`config.mk`:
```
export PLATFORM = sky130hd
export DESIGN_NAME = issue_exc_check
export DESIGN_NICKNAME = d
export VERILOG_FILES = /design/src/rtl/issue_exc_pkg.sv /design/src/rtl/issue_exc_prio.sv /design/src/rtl/issue_exc_map.sv /design/src/rtl/issue_exc_check.sv
export SDC_FILE = /design/constraint.sdc
export NUM_CORES = 1
export LEC_CHECK = 0
export ABC_CLOCK_PERIOD_IN_PS = 2050
export BUFFER_PORTS_ARGS = -buffer_cell sky130_fd_sc_hd__buf_4
export CORE_AREA = 2 2 39 41
export DETAILED_ROUTE_END_ITERATION = 7
export DIE_AREA = 0 0 41 43
export GPL_TIMING_DRIVEN = 1
export PLACE_DENSITY = 0.45
export SLEW_MARGIN = 20
export SYNTH_ARGS = -nofsm -noshare
export SYNTH_HDL_FRONTEND = slang
export SYNTH_SLANG_ARGS = --single-unit
```
`constraint.sdc`:
```
create_clock -name vclk -period 2.05
set_input_delay 0.3075 -clock vclk [all_inputs]
set_output_delay 0.3075 -clock vclk [all_outputs]
set_load 0.05 [all_outputs]
```
`src/rtl/issue_exc_pkg.sv`:
```
package issue_exc_pkg;

   // Trap kind codes
   localparam int K_ILLEGAL = 1;
   localparam int K_FP_EXC  = 2;
   localparam int K_FP_DIS  = 3;
   localparam int K_MP_DIS  = 4;
   localparam int K_PRIV    = 5;

   // FP trap types
   localparam int FTT_NONE  = 0;
   localparam int FTT_UNIMP = 3;
   localparam int FTT_SEQ   = 4;

   // Media trap types
   localparam int MTT_NONE  = 0;
   localparam int MTT_UNIMP = 3;

   typedef struct packed {
      logic bundle_err;
      logic nonexc;
      logic cond;
      logic is_float;
      logic is_media;
      logic mtrap;
      logic fr_acc;
      logic priv;
   } insn_attr_t;

   typedef struct packed {
      logic nonexc_en;
      logic cond_en;
      logic fp_en;
      logic media_en;
      logic sup;
   } issue_mode_t;

   typedef enum logic [2:0] {
      CAT_NONE,
      CAT_CONSTR,
      CAT_NOTIMPL,
      CAT_FPDIS,
      CAT_MPDIS,
      CAT_PRIV
   } fault_cat_e;

endpackage

```
`src/rtl/issue_exc_prio.sv`:
```
module issue_exc_prio
   import issue_exc_pkg::*;
(
   input  insn_attr_t  attr,
   input  issue_mode_t mode,
   output fault_cat_e  cat
);

   logic notimpl;

   assign notimpl = (attr.nonexc && !mode.nonexc_en) || (attr.cond && !mode.cond_en);

   // Ordered chain: an enable check that matches but raises nothing
   // still stops the chain.
   always_comb begin
      cat = CAT_NONE;
      if (attr.bundle_err) begin
         cat = CAT_CONSTR;
      end else if (notimpl) begin
         cat = CAT_NOTIMPL;
      end else if (!mode.fp_en) begin
         if (attr.is_float || (attr.fr_acc && !mode.media_en))
            cat = CAT_FPDIS;
      end else if (!mode.media_en) begin
         if (attr.is_media || attr.mtrap)
            cat = CAT_MPDIS;
      end else if (attr.priv && !mode.sup) begin
         cat = CAT_PRIV;
      end
   end

endmodule

```
`src/rtl/issue_exc_map.sv`:
```
module issue_exc_map
   import issue_exc_pkg::*;
#(
   parameter int KIND_W = 5,
   parameter int FTT_W  = 3,
   parameter int MTT_W  = 3
) (
   input  fault_cat_e        cat,
   input  logic              is_float,
   input  logic              is_media,
   input  logic              reduced,
   input  logic [MTT_W-1:0]  mtt_cur,
   output logic              valid,
   output logic [KIND_W-1:0] kind,
   output logic [FTT_W-1:0]  ftt,
   output logic              mtt_we,
   output logic [MTT_W-1:0]  mtt_wdata
);

   localparam logic [KIND_W-1:0] C_ILLEGAL = KIND_W'(K_ILLEGAL);
   localparam logic [KIND_W-1:0] C_FP_EXC  = KIND_W'(K_FP_EXC);
   localparam logic [KIND_W-1:0] C_FP_DIS  = KIND_W'(K_FP_DIS);
   localparam logic [KIND_W-1:0] C_MP_DIS  = KIND_W'(K_MP_DIS);
   localparam logic [KIND_W-1:0] C_PRIV    = KIND_W'(K_PRIV);
   localparam logic [FTT_W-1:0]  C_FTT_UN  = FTT_W'(FTT_UNIMP);
   localparam logic [FTT_W-1:0]  C_FTT_SEQ = FTT_W'(FTT_SEQ);
   localparam logic [MTT_W-1:0]  C_MTT_NO  = MTT_W'(MTT_NONE);
   localparam logic [MTT_W-1:0]  C_MTT_UN  = MTT_W'(MTT_UNIMP);

   logic mtt_empty;
   assign mtt_empty = (mtt_cur == C_MTT_NO);

   always_comb begin
      valid     = 1'b0;
      kind      = '0;
      ftt       = '0;
      mtt_we    = 1'b0;
      mtt_wdata = '0;
      unique case (cat)
         CAT_CONSTR: begin
            valid = 1'b1;
            if (!reduced && (is_float || is_media)) begin
               kind = C_FP_EXC;
               ftt  = C_FTT_SEQ;
            end else begin
               kind = C_ILLEGAL;
            end
         end
         CAT_NOTIMPL: begin
            if (reduced) begin
               valid = 1'b1;
               kind  = C_ILLEGAL;
            end else if (is_float) begin
               valid = 1'b1;
               kind  = C_FP_EXC;
               ftt   = C_FTT_UN;
            end else if (is_media) begin
               mtt_we    = mtt_empty;
               mtt_wdata = mtt_empty ? C_MTT_UN : '0;
            end else begin
               valid = 1'b1;
               kind  = C_ILLEGAL;
            end
         end
         CAT_FPDIS: begin
            valid = 1'b1;
            kind  = C_FP_DIS;
         end
         CAT_MPDIS: begin
            valid = 1'b1;
            kind  = C_MP_DIS;
         end
         CAT_PRIV: begin
            valid = 1'b1;
            kind  = C_PRIV;
         end
         default: ;
      endcase
   end

endmodule

```
`src/rtl/issue_exc_check.sv`:
```
module issue_exc_check
   import issue_exc_pkg::*;
#(
   parameter int KIND_W        = 5,
   parameter int FTT_W         = 3,
   parameter int MTT_W         = 3,
   parameter bit ALLOW_REDUCED = 1'b1
) (
   input  logic              insn_bundle_err,
   input  logic              insn_nonexc,
   input  logic              insn_cond,
   input  logic              insn_float,
   input  logic              insn_media,
   input  logic              insn_mtrap,
   input  logic              insn_fr_acc,
   input  logic              insn_priv,
   input  logic              mode_nonexc_en,
   input  logic              mode_cond_en,
   input  logic              mode_fp_en,
   input  logic              mode_media_en,
   input  logic              mode_super,
   input  logic              core_reduced,
   input  logic [MTT_W-1:0]  media_tt_cur,
   output logic              exc_valid,
   output logic [KIND_W-1:0] exc_kind,
   output logic [FTT_W-1:0]  exc_fp_tt,
   output logic              media_tt_we,
   output logic [MTT_W-1:0]  media_tt_wdata
);

   if (KIND_W < 3) begin : g_bad_kind_w
      $error("KIND_W too narrow for trap kind codes");
   end
   if (FTT_W < 3) begin : g_bad_ftt_w
      $error("FTT_W too narrow for FP trap types");
   end
   if (MTT_W < 2) begin : g_bad_mtt_w
      $error("MTT_W too narrow for media trap types");
   end

   insn_attr_t  attr;
   issue_mode_t mode;
   fault_cat_e  cat;
   logic        reduced;

   assign attr = '{bundle_err: insn_bundle_err, nonexc: insn_nonexc, cond: insn_cond,
                   is_float: insn_float, is_media: insn_media, mtrap: insn_mtrap,
                   fr_acc: insn_fr_acc, priv: insn_priv};
   assign mode = '{nonexc_en: mode_nonexc_en, cond_en: mode_cond_en, fp_en: mode_fp_en,
                   media_en: mode_media_en, sup: mode_super};

   if (ALLOW_REDUCED) begin : g_variant_sel
      assign reduced = core_reduced;
   end else begin : g_full_only
      assign reduced = 1'b0;
   end

   issue_exc_prio u_prio (
      .attr (attr),
      .mode (mode),
      .cat  (cat)
   );

   issue_exc_map #(
      .KIND_W (KIND_W),
      .FTT_W  (FTT_W),
      .MTT_W  (MTT_W)
   ) u_map (
      .cat       (cat),
      .is_float  (insn_float),
      .is_media  (insn_media),
      .reduced   (reduced),
      .mtt_cur   (media_tt_cur),
      .valid     (exc_valid),
      .kind      (exc_kind),
      .ftt       (exc_fp_tt),
      .mtt_we    (media_tt_we),
      .mtt_wdata (media_tt_wdata)
   );

endmodule

```
==> impl_metrics.yaml <==
logic_synthesis:
  synthMuxAreaShare_pct: 0
  yosysMostFrequentCell: "buf_4"
  synth_top_area_share_pct: 19.5
  seq_area_frac_synth_pct: 0
  synth_adder_area_share_pct: 0
  ys_top_cells_by_count: "buf_4 (6), nor2b_1 (4), inv_1 (3), nor2_1 (3)"
  synth-compound-area-share_pct: 30.8
  synthXorXnorAreaFrac_pct: 0
  synth-simple-area-share_pct: 43.2
  synth_area_um2: 231
  synthTopCellsByArea: "buf_4 (19%), nor2b_1 (11%), nand2b_4 (5.9%), a211oi_2 (5.4%), a31oi_1 (5.4%)"
  ys_types: 20
  ys_warn_count: 0
  yosysTopAreaCell: "buf_4"
  synth.avg_cell_area_um2: 6.61
  synth_top_family_by_area: "simple AND/OR/NAND/NOR gates"
  syn_inst: 35
cells_and_area:
  finalNonFillerCells: 74
  finish.utilization_pct: 30.1
  design.seq.count: 0
  fin_nets: 77
  multi_input_area_um2: 183
  syn2layout_area_growth_pct: 80.0
  final_area_um2: 417
  n_antenna_cell: 0
  drive_above_1_share_pct: 51.7
  clkbuf_count: 0
  seq_area_um2: 0
  fillCellCount: 158
power:
  peakVddDrop_uv: 92.1
  p_leak_nw: 0.214
  powerDensity_nw_per_um2: 273
placement:
  placed_area_um2: 417
  portBuffers: 27
  place_congestion: 0.693
  dp_hpwl_um: 630
  dp.cells: 74
floorplan:
  ios: 30
  dieWidth_um: 41
  chipHeight_um: 43
  start_util_pct: 16.7
  num_rows: 14
  design.die.area_um2: 1760
  coreArea_um2: 1380
outcome:
  status: "completed"
flow_run:
  maxCapViolCount: 0
clock_tree:
  cts_resized: 0
  post_cts_buffers: 0
  cts_hold_buf: 0
sta:
  slew_violations: 0
  period_needed_ns: 1.60
  fin_crit_sh_pct: 78.0
  final.setup.tns_ns: 0
  setup_viol: 0
  holdWs_ns: 1.05
  timing_hold_violations_final: 0
  clock.fmax_ghz: 0.625
  rsz0062_at_grt: "no"
routing:
  drc: 0
  drtIter0Drc: 9
  wl_per_cell_um: 9.12
  antenna_left: 0
  via_count: 318
  via_per_inst: 4.30
  wl_um: 675
  drtPass1Iterations: 4
worst_setup_path:
  crit_fanout: 3
  worstPathArrival_ns: 1.29
  cp-start-kind: "input port"
  end_kind: "output port"
  cp.required_ns: 1.74
  critPathKind: "input port to output port"
min_path:
  holdPathStages: 4
  hold_class: "input port to output port"
global_routing:
  grt_pass1_vias: 259
  grt_pass1_wl_um: 966
  antenna_found_initial: 0
  grt_use_total_pct: 7.29
  grt_max_degree: 6
  grt-ovfl-total: 0
report_power, final:
group | leakage, nW | switching (mW) | internal (mW)
clock | 0 | 0 | 0
combinational | 0.214 | 0.0690 | 0.0447
sequential | 0 | 0 | 0
total | 0.214 | 0.0690 | 0.0447
worst max-delay path: stages:
cell and delay (ns):
buf_4 0.11, nand2b_2 0.19, a211oi_2 0.24, and3_1 0.23, buf_4 0.21
cell usage in the layout (no fill, tap or decap), drive strengths merged:
master | Yosys | layout
a31oi | 2 | 2
nor3 | 2 | 2
a32oi | 1 | 1
nand3 | 2 | 2
inv | 3 | 3
nor2b | 4 | 4
and3 | 1 | 1
and2 | 1 | 1
o21bai | 1 | 1
o311ai | 1 | 1
conb | 1 | 3
nand2b | 2 | 2
buf | 6 | 27
o21ai | 1 | 1
nand4b | 1 | 1
nor2 | 3 | 3
o211ai | 1 | 1
a211oi | 1 | 1
o31a | 1 | 1
logic make-up (layout without fill, tap and decap cells):
kind of cell,after synthesis,count (layout)
AND/OR/NAND/NOR,16,16
AO/OA/AOI/OAI,9,9
buffers and inverters,9,30
other,1,3
per-stage QoR:
step | total power, mW | setup slack, ns
6_report | 0.114 | 0.450
5_1_grt | 0.122 | 0.367
4_1_cts | 0.115 | 0.442
3_5_place_dp | 0.115 | 0.448
3_3_place_gp | 0.115 | 0.464
2_1_floorplan | 0.0726 | 0.234
layer usage:
metal	routed length, um	vias to the layer above	GRT usage (%)
met2	307	23	11.9
met1	282	131	11.1
li1	-	164	-
met5	0	-	0
met4	0	0	0
met3	85	0	0
area by class of cell:
type / count / area share, %
inverters: 3 / 2.70
multi-input cells: 28 / 43.8
well taps: 16 / 4.80
repair buffers: 27 / 48.6
worst paths after layout:
| kind | start | to | slack (ns) |
|---|---|---|---|
| hold / removal | insn_bundle_err | exc_fp_tt[2] | 1.05 |
| setup / recovery | mode_cond_en | media_tt_we | 0.45 |
Note: power is estimated with default switching activity, not from simulation.
